--- src/rtl/fcl_pkg.sv ---
package fcl_pkg;

    localparam int MIN_WIDTH = 3;
    localparam int MAX_WIDTH = 16;

    typedef enum logic [0:0] {
        DET_WIDE   = 1'b0,
        DET_SERIAL = 1'b1
    } det_mode_e;

    // Maximal-length tap masks for an XNOR Fibonacci register shifting toward the MSB.
    function automatic logic [31:0] tap_mask(input int w);
        logic [31:0] m;
        case (w)
            3:       m = 32'h0000_0006;
            4:       m = 32'h0000_000C;
            5:       m = 32'h0000_0014;
            6:       m = 32'h0000_0030;
            7:       m = 32'h0000_0060;
            8:       m = 32'h0000_00B8;
            9:       m = 32'h0000_0110;
            10:      m = 32'h0000_0240;
            11:      m = 32'h0000_0500;
            12:      m = 32'h0000_0829;
            13:      m = 32'h0000_100D;
            14:      m = 32'h0000_2015;
            15:      m = 32'h0000_6000;
            16:      m = 32'h0000_D008;
            default: m = 32'h0;
        endcase
        return m;
    endfunction

    function automatic int cnt_width(input int w);
        return (w < 2) ? 1 : $clog2(w);
    endfunction

endpackage

--- src/rtl/fcl_detect.sv ---
module fcl_detect #(
    parameter int                W      = 8,
    parameter fcl_pkg::det_mode_e DETECT = fcl_pkg::DET_WIDE
) (
    input  logic         clk,
    input  logic         rst,
    input  logic         step_en,
    input  logic [W-2:0] low_bits,
    input  logic         bit_in,
    output logic         hit
);
    localparam int CW = fcl_pkg::cnt_width(W);

    generate
        if (DETECT == fcl_pkg::DET_WIDE) begin : g_wide
            logic unused_wide;
            assign unused_wide = ^{clk, rst, step_en, bit_in};
            assign hit = &low_bits;
        end else begin : g_serial
            logic [CW-1:0] run_q;
            logic          unused_serial;
            assign unused_serial = ^low_bits;
            assign hit = (run_q == CW'(W - 1));
            always_ff @(posedge clk) begin
                if (rst) begin
                    run_q <= '0;
                end else if (step_en) begin
                    if (!bit_in)
                        run_q <= '0;
                    else if (!hit)
                        run_q <= run_q + 1'b1;
                end
            end
        end
    endgenerate

endmodule

--- src/rtl/fcl_core.sv ---
module fcl_core #(
    parameter int             W    = 8,
    parameter logic [W-1:0]   TAPS = '0
) (
    input  logic         clk,
    input  logic         rst,
    input  logic         step_en,
    input  logic         hit,
    output logic [W-1:0] state,
    output logic         bit_in
);
    logic base_fb;

    always_comb begin
        base_fb = ~(^(state & TAPS));
        bit_in  = base_fb ^ hit;
    end

    always_ff @(posedge clk) begin
        if (rst)
            state <= '0;
        else if (step_en)
            state <= {state[W-2:0], bit_in};
    end

endmodule

--- src/rtl/fullcycle_lfsr.sv ---
module fullcycle_lfsr #(
    parameter int                 WIDTH  = 8,
    parameter fcl_pkg::det_mode_e DETECT = fcl_pkg::DET_WIDE
) (
    input  logic             clk,
    input  logic             rst,
    input  logic             step_en,
    output logic             bit_o,
    output logic [WIDTH-1:0] state_o
);
    localparam logic [WIDTH-1:0] TAPS = WIDTH'(fcl_pkg::tap_mask(WIDTH));

    logic             hit;
    logic             bit_in;
    logic [WIDTH-1:0] state;

    fcl_detect #(.W(WIDTH), .DETECT(DETECT)) u_det (
        .clk      (clk),
        .rst      (rst),
        .step_en  (step_en),
        .low_bits (state[WIDTH-2:0]),
        .bit_in   (bit_in),
        .hit      (hit)
    );

    fcl_core #(.W(WIDTH), .TAPS(TAPS)) u_core (
        .clk     (clk),
        .rst     (rst),
        .step_en (step_en),
        .hit     (hit),
        .state   (state),
        .bit_in  (bit_in)
    );

    assign state_o = state;
    assign bit_o   = state[WIDTH-1];

endmodule

--- config.mk ---
export PLATFORM = sky130hd
export DESIGN_NAME = fullcycle_lfsr
export DESIGN_NICKNAME = d
export VERILOG_FILES = /design/src/rtl/fcl_pkg.sv /design/src/rtl/fcl_detect.sv /design/src/rtl/fcl_core.sv /design/src/rtl/fullcycle_lfsr.sv
export SDC_FILE = /design/constraint.sdc
export NUM_CORES = 1
export LEC_CHECK = 0
export BUFFER_PORTS_ARGS = -buffer_cell sky130_fd_sc_hd__buf_2
export CORE_AREA = 2 2 39 41
export DETAILED_ROUTE_END_ITERATION = 8
export DIE_AREA = 0 0 41 43
export PLACE_DENSITY = 0.52
export SLEW_MARGIN = 20
export SYNTH_ARGS = -nofsm -noshare
export SYNTH_HDL_FRONTEND = slang
export SYNTH_SLANG_ARGS = --single-unit
--- constraint.sdc ---
create_clock -name clk -period 1.5 [get_ports clk]
set_input_delay 0.075 -clock clk [delete_from_list [all_inputs] [get_ports clk]]
set_output_delay 0.075 -clock clk [all_outputs]
set_load 0.1 [all_outputs]
==> flow_metrics.tcl, run 1 <==
set metrics [dict create \
    p_sw_frac 0.284 \
    htreeDepth 1 \
    rows 14 \
    crit_chain "ha_1 > xnor2_1 > a2111o_1 > nand3_1" \
    coreArea_sq_um 1380 \
    routed-via-count 292 \
    cp_slowest_cell "dfxtp_4" \
    avgRoutedWirePerCell_um 10.8 \
    period_share 0.816 \
    cts_hold_buf 0 \
    worstPathMaxFanout 4 \
    die-width_um 41 \
    synth_cells 36 \
    p_seq_frac 0.475 \
    setup.worst_path.class "reg2reg" \
    first_pass_iters 2 \
    num-fill-cells 152 \
    p_total_mw 0.462 \
    fin_tns_setup_ns 0 \
    postSynth.asyncResetShare 0 \
    ctsResizeCount 0 \
    power_switching_mw 0.131 \
    maxCapViolCount 0 \
    yosys_warnings 0 \
    ir_drop_mv 0.400 \
    nets 53 \
    finalSetupViolCount 0 \
    status "completed" \
    final_util 0.329 \
    post-dp-hpwl_um 499 \
    hold_violations 0 \
    synth_edf_count 0 \
    cts_tree "built" \
    die_area_sq_um 1760 \
    vias_per_cell 4.56 \
    start_util 0.258 \
    slew_headroom 0.679 \
    cts_root_buffer "clkbuf_4" \
    worst_pin_slew_ns 0.484 \
    min_period_ns 1.22 \
    synth_top_area_frac 0.449 \
    gp_congestion 0.718 \
    endpoint_kind "register" \
    synth_area_leaders "dfxtp_1, mux2i_1, nor2_1, nor3b_1, ha_1" \
    clock_path_buffers 2 \
    clk_pin_slew_ns 0.06 \
    start_kind "register" \
    ios 12 \
    p_int_mw 0.331 \
    largest_reg_flops 8 \
    post_cts_buffers 0 \
    synth_area_leader_cell "dfxtp_1" \
    avgSynthCellArea_sq_um 9.91 \
    p_leak_nw 0.215 \
    combPwrFrac 0.136 \
    placement.io_buffers 11 \
    top_regs "u_core.state x8" \
    drc_errors 0 \
    slew_violations 0 \
    cts_buffers 3 \
    yosysMostFrequentCell "dfxtp_1" \
    setup_slack_ns 0.275 \
    synth_nets 40 \
    pre_cts_ws_ns 0.288 \
    cp_top_family "flip-flops" \
    crit_path_max_incr_delay_ns 0.35 \
    rsz0062_at_grt "no" \
    drive_above_1_share 0.479 \
    ys_seq_area_frac 0.449 \
    first_global_vias 257 \
    antenna_found_initial 0 \
    syn_area_sq_um 357 \
    synthDistinctLibCells 16 \
    synth-seq-cells 8 \
    clk_latency_ns 0.26 \
    skew_ns 0.00446 \
    cp.buffers_inverters 0 \
    powerDensity_nw_per_um2 1010 \
    hold_path.class "in2reg" \
    routed_wl_um 692 \
    cts_sinks 8 \
    power_frac_clock 0.389 \
    arrival_ns 1.42 \
    postRouteAntennaNets 0 \
    overflow 0 \
    grt_pass1_wl_mm 1.16 \
    antennaDiodeCount 0 \
    synth_commonest_cells "dfxtp_1, mux2i_1, nor2_1" \
    chipHeight_um 43 \
    cp_data_required_time_ns 1.70 \
    fmax_mhz 817 \
    grt_max_degree 12 \
    drtIter0Drc 4 \
    regMostFlops "u_core.state" \
    synthFlopType "dfxtp_1" \
    area_delta_synth_final_pct 27.7 \
    grt_usage 0.104 \
]
final timing paths:
check | start | to | slack [ns] | depth (start not counted)
setup / recovery | u_core.state[4] | u_core.state[0] | 0.28 | 4
hold / removal | rst | u_core.state[4] | 0.11 | 2
setup reg to reg | u_core.state[4] | u_core.state[0] | 0.28 | 4
hold reg to reg | u_core.state[3] | u_core.state[4] | 0.51 | 2
per-stage QoR:
| stage | cells | cell area [sq um] | hold WS, ns |
|---|---|---|---|
| 2_1_floorplan | 36 | 372 | 0.232 |
| 4_1_cts | 64 | 455 | 0.106 |
| 3_5_place_dp | 60 | 429 | 0.381 |
| 3_3_place_gp | 60 | 429 | 0.384 |
| 5_1_grt | 64 | 455 | 0.125 |
| 6_report | 64 | 455 | 0.109 |
power by group through the flow:
| stage | clock network [mW] | logic (mW) | registers (mW) |
|---|---|---|---|
| after floorplan | 0 | 0.0203 | 0.258 |
| after global placement | 0 | 0.0635 | 0.224 |
| after detailed placement | 0 | 0.0635 | 0.224 |
| after CTS | 0.188 | 0.0636 | 0.219 |
| after global routing | 0.201 | 0.0660 | 0.220 |
| final | 0.180 | 0.0631 | 0.219 |
kinds of logic after synthesis:
family	after synthesis	share of synthesized area
fa+ha+maj	1	0.0351
buf+inv	3	0.0491
compound gates	3	0.0596
simple gates	14	0.214
xor+xnor	1	0.0246
flops	8	0.449
mux	6	0.168
routing by layer:
layer  vias to the layer above  wire [um]  part of all wire  track usage
met5                         -          0                 0            0
li1                        149          -                 -            -
met1                       129        339              0.49        0.136
met4                         0         23             0.033        0.100
met2                        10        280              0.40        0.125
met3                         4         49             0.071       0.0314
area by class of cell:
type / count / area, sq um / area share
tap: 16 / 20.0 / 0.0440
clock buffer: 4 / 26.3 / 0.0577
sequential: 8 / 175 / 0.385
timing repair buffer: 11 / 55.1 / 0.121
multi-input combinational: 25 / 179 / 0.393
layout by cell type (no fill, tap or decap):
| cell | count |
|---|---|
| dfxtp_4 | 2 |
| and4_4 | 1 |
| nor3b_1 | 2 |
| dfxtp_2 | 6 |
| nand2b_1 | 1 |
| nor2_1 | 6 |
| nand4_1 | 1 |
| mux2i_1 | 6 |
| a21oi_1 | 2 |
| a2111o_1 | 1 |
| clkbuf_4 | 3 |
| nand3_1 | 1 |
| xnor2_1 | 1 |
| buf_2 | 11 |
| clkbuf_1 | 1 |
| nand2_1 | 1 |
| nor2b_1 | 1 |
| ha_1 | 1 |
No activity file was read; power rests on OpenSTA's default activity.
==> run 2: changes to the inputs <==
==> constraint.sdc (replaced) <==
create_clock -name clk -period 1.24 [get_ports clk]
set_input_delay 0.062 -clock clk [delete_from_list [all_inputs] [get_ports clk]]
set_output_delay 0.062 -clock clk [all_outputs]
set_load 0.1 [all_outputs]
==> run 2 against run 1 <==
Worst hold slack worse by 0.016 ns. Clock skew up 0.0039 ns. Design area up 4.4%. Sequential cell count unchanged. Cell count up 1.6%. Sequential power up 21%. Combinational power up 24%. Clock-buffer cell count unchanged. Critical path depth unchanged. Critical endpoint unchanged. Largest cell class unchanged. Highest routed layer is now met3.
==> flow_metrics.tcl, run 2 (synthesis results as in run 1) <==
set metrics [dict create \
    status "completed" \
    start_util 0.258 \
    chipHeight_um 43 \
    hold_slack_ns 0.0929 \
    num-fill-cells 150 \
    routed-via-count 287 \
    rows 14 \
    hold_path.class "in2reg" \
    postRouteAntennaNets 0 \
    placement.io_buffers 11 \
    regArea_sq_um 175 \
    clk_latency_ns 0.26 \
    area_delta_synth_final_pct 33.3 \
    grt_usage 0.106 \
    top_regs "u_core.state x8" \
    final_common_cell "buf_2" \
    antennaDiodeCount 0 \
    period_share 0.931 \
    slew_violations 0 \
    final_cell_area_sq_um 475 \
    first_pass_iters 2 \
    regToRegSetupSlack_ns 0.09 \
    slew_headroom 0.678 \
    post-dp-hpwl_um 503 \
    min_period_ns 1.15 \
    grt_pass1_wl_mm 1.24 \
    endpoint_kind "register" \
    cts_root_buffer "clkbuf_4" \
    arrival_ns 1.35 \
    ios 12 \
    clk_pin_slew_ns 0.06 \
    cp_data_required_time_ns 1.44 \
    first_global_vias 283 \
    cts_tree "built" \
    hold_violations 0 \
    fmax_mhz 867 \
    clock_path_buffers 2 \
    setup.worst_path.class "reg2reg" \
    die-width_um 41 \
    cts_sinks 8 \
    drtIter0Drc 1 \
    post_cts_buffers 0 \
    regMostFlops "u_core.state" \
    drive_above_1_share 0.510 \
    maxCapViolCount 0 \
    largest_reg_flops 8 \
    final_cell_mix "buf_2, mux2i_1, nor2_1, dfxtp_2, clkbuf_4" \
    drc_errors 0 \
    gp_congestion 0.680 \
    worst_pin_slew_ns 0.487 \
    postPlaceCellArea_sq_um 449 \
    routed_wl_um 644 \
    antenna_found_initial 0 \
    overflow 0 \
    coreArea_sq_um 1380 \
    cp_slowest_cell "dfxtp_4" \
    cts_buffers 3 \
    crit_path_max_incr_delay_ns 0.36 \
    vias_per_cell 4.42 \
    ir_drop_mv 0.523 \
    rsz0062_at_grt "no" \
    cp_top_family "flip-flops" \
    worstPathMaxFanout 4 \
    crit_chain "ha_4 > xnor2_1 > a2111o_1 > nand3_1" \
    skew_ns 0.00836 \
    nets 54 \
    ctsResizeCount 0 \
    p_leak_nw 0.217 \
    start_kind "register" \
    cp.buffers_inverters 0 \
    avgRoutedWirePerCell_um 9.91 \
    powerDensity_nw_per_um2 1170 \
    grt_max_degree 12 \
    die_area_sq_um 1760 \
    cts_hold_buf 0 \
    htreeDepth 1 \
    finalSetupViolCount 0 \
    multiInputGateArea_sq_um 191 \
    fin_tns_setup_ns 0 \
]
==> run 2: changes by cell type in the layout (fill, tap and decap cells not counted), sizes merged <==
| cell | change |
|---|---|
| buf | +1 |
==> run 2: tightest hold or removal path, stage by stage <==
cell,delay (ns)
buf_2,0.11
mux2i_1,0.07
nor2_1,0.07
==> run 2: final timing paths <==
check / start / to / cells past startpoint
min reg2reg: u_core.state[3] / u_core.state[4] / 2
max reg2reg: u_core.state[5] / u_core.state[0] / 4
min: step_en / u_core.state[3] / 3
max: u_core.state[5] / u_core.state[0] / 4
==> run 2: stage by stage <==
step	total power, mW	cells	utilization	setup WS, ns
final	0.558	65	0.344	0.0861
after floorplan	0.336	36	-	-0.110
after CTS	0.572	65	0.344	0.0781
after detailed placement	0.350	61	0.325	0.0891
after global placement	0.351	61	0.325	0.100
after global routing	0.601	65	0.344	0.0330
==> run 2: where the power goes <==
part	internal [mW]	total, mW	switching [mW]
Clock	0.123	0.214	0.0910
Combinational	0.0190	0.0782	0.0592
Sequential	0.260	0.265	0.00550
==> run 2: final cells by class <==
cell class                      instances  share of cell area
Multi-Input combinational cell         25               0.403
Sequential cell                         8               0.368
Clock buffer                            4              0.0553
Tap cell                               16              0.0421
Timing Repair Buffer                   12               0.132
==> run 2: per-layer routing <==
metal	up-vias	wire length, um	global-route usage
met1	130	295	0.133
met3	0	54	0.0942
met5	-	0	0
met2	8	294	0.134
met4	0	0	0.0200
li1	149	-	-
==> run 3: changes to the inputs <==
--- a/config.mk
+++ b/config.mk
@@ -9,8 +9,10 @@
 export CORE_AREA = 2 2 39 41
 export DETAILED_ROUTE_END_ITERATION = 8
 export DIE_AREA = 0 0 41 43
-export PLACE_DENSITY = 0.52
+export GPL_TIMING_DRIVEN = 1
+export PLACE_DENSITY = 0.51
 export SLEW_MARGIN = 20
 export SYNTH_ARGS = -nofsm -noshare
 export SYNTH_HDL_FRONTEND = slang
+export SYNTH_HIERARCHICAL = 1
 export SYNTH_SLANG_ARGS = --single-unit
==> run 3 against run 2 <==
Maximum frequency rose by 0.65%. Sequential cell count is the same. Global-route usage up 0.30 points. Critical path depth decreased by 1. Critical path type unchanged. Largest cell class is now sequential cells. Highest routed layer is now met4.
==> flow_metrics.tcl, run 3 <==
set metrics [dict create \
    status "completed" \
    r2r_cells 3 \
    worst_pin_slew_ns 0.484 \
    synth_cells 35 \
    antenna_found_initial 0 \
    area_delta_synth_final_pct 32.1 \
    grt_max_degree 10 \
    avgRoutedWirePerCell_um 10.8 \
    start_util 0.250 \
    maxCapViolCount 0 \
    htreeDepth 1 \
    die_area_sq_um 1760 \
    yosys_warnings 6 \
    start_kind "register" \
    drtIter0Drc 7 \
    first_pass_iters 4 \
    postRouteAntennaNets 0 \
    die-width_um 41 \
    setup_slack_ns 0.0935 \
    yosysMostFrequentCell "nor2_1" \
    hold_slack_ns 0.0721 \
    clock_path_buffers 2 \
    hold_path.class "in2reg" \
    final_common_cell "buf_2" \
    cts_tree "built" \
    setup.worst_path.class "reg2reg" \
    worstHoldEndpoint "u_core/state[3]" \
    synth_commonest_cells "nor2_1, dfxtp_1, mux2i_1" \
    postSynth.asyncResetShare 0 \
    antennaDiodeCount 0 \
    synth_top_area_frac 0.462 \
    rsz0062_at_grt "no" \
    placement.io_buffers 11 \
    ys_seq_area_frac 0.462 \
    cp_data_required_time_ns 1.38 \
    arrival_ns 1.29 \
    clk_pin_slew_ns 0.05 \
    r2r-end "u_core/state[0]" \
    gp_congestion 0.742 \
    top_regs "u_core/state x8" \
    cts_hold_buf 0 \
    fmax_mhz 872 \
    drive_above_1_share 0.478 \
    p_total_mw 0.528 \
    synth_nets 38 \
    routed_wl_um 670 \
    regMostFlops "u_core/state" \
    rows 14 \
    syn_area_sq_um 347 \
    whs_path_depth 2 \
    regToRegSetupSlack_ns 0.09 \
    coreArea_sq_um 1380 \
    first_global_vias 238 \
    synthDistinctLibCells 12 \
    overflow 0 \
    cts_buffers 3 \
    synth_edf_count 0 \
    p_leak_nw 0.216 \
    synthFlopType "dfxtp_1" \
    hold_violations 0 \
    pre_cts_ws_ns 0.107 \
    worstReg2RegStart "u_core/state[7]" \
    grt_usage 0.109 \
    min_period_ns 1.15 \
    ctsResizeCount 0 \
    vias_per_cell 4.42 \
    powerDensity_nw_per_um2 1150 \
    skew_ns 0.00270 \
    min_from "rst" \
    final_cell_mix "buf_2, nor2_1, dfxtp_4" \
    clk_latency_ns 0.25 \
    final_cell_area_sq_um 458 \
    ios 12 \
    grt_pass1_wl_mm 1.19 \
    largest_reg_flops 8 \
    drc_errors 0 \
    finalSetupViolCount 0 \
    period_share 0.925 \
    synth-seq-cells 8 \
    slew_headroom 0.680 \
    post_cts_buffers 0 \
    cts_sinks 8 \
    endpoint_kind "register" \
    final_util 0.331 \
    routed-via-count 274 \
    avgSynthCellArea_sq_um 9.90 \
    worstPathMaxFanout 4 \
    slew_violations 0 \
    ir_drop_mv 0.444 \
    synth_area_leaders "dfxtp_1, mux2i_1, nor2_1, xnor3_1, xnor2_1" \
    cts_root_buffer "clkbuf_4" \
    postPlaceCellArea_sq_um 435 \
    post-dp-hpwl_um 471 \
    chipHeight_um 43 \
    nets 51 \
    synth_area_leader_cell "dfxtp_1" \
]
run 3: worst max-delay path, cell delays in order, from the launching register on:
cell,delay (ns)
dfxtp_4,0.35
xnor3_1,0.39
xnor2_1,0.13
o21a_1,0.17
run 3: how the worst max path moves through the flow:
stage,start,end,cells after the start
2_1_floorplan,u_core/state[7],u_core/state[0],3
3_3_place_gp,u_core/state[7],u_core/state[0],3
3_5_place_dp,u_core/state[7],u_core/state[0],3
4_1_cts,u_core/state[7],u_core/state[0],3
5_1_grt,u_core/state[7],u_core/state[0],3
6_report,u_core/state[7],u_core/state[0],3
run 3: power by group:
part | internal [mW] | total, mW | switching [mW]
logic | 0.0160 | 0.0725 | 0.0565
clock network | 0.111 | 0.200 | 0.0894
registers | 0.250 | 0.255 | 0.00542
run 3: stage by stage:
| step | std cells | setup TNS [ns] |
|---|---|---|
| global placement | 59 | 0 |
| detailed placement | 59 | 0 |
| floorplan | 35 | -0.140 |
| global route | 62 | 0 |
| finish | 62 | 0 |
| CTS | 62 | 0 |
run 3: layout make-up:
class	instances	area, sq um
Tap cell	16	20.0
Timing Repair Buffer	11	55.1
Inverter	1	3.75
Sequential cell	8	190
Multi-Input combinational cell	23	166
Fill cell	152	926
Clock buffer	3	22.5
run 3: kinds of logic after synthesis:
kind of cell           count (synthesis)  share of synthesized area
multiplexers                           7                      0.202
buffers and inverters                  4                     0.0577
AO/OA/AOI/OAI                          1                     0.0217
XOR/XNOR                               3                      0.116
flip-flops                             8                      0.462
AND/OR/NAND/NOR                       12                      0.141
run 3: routing by layer:
layer	up-vias	part of all wire	GRT usage
li1	137	-	-
met1	123	0.44	0.152
met2	12	0.43	0.106
met3	2	0.11	0.0942
met4	0	0.021	0.0600
met5	-	0	0
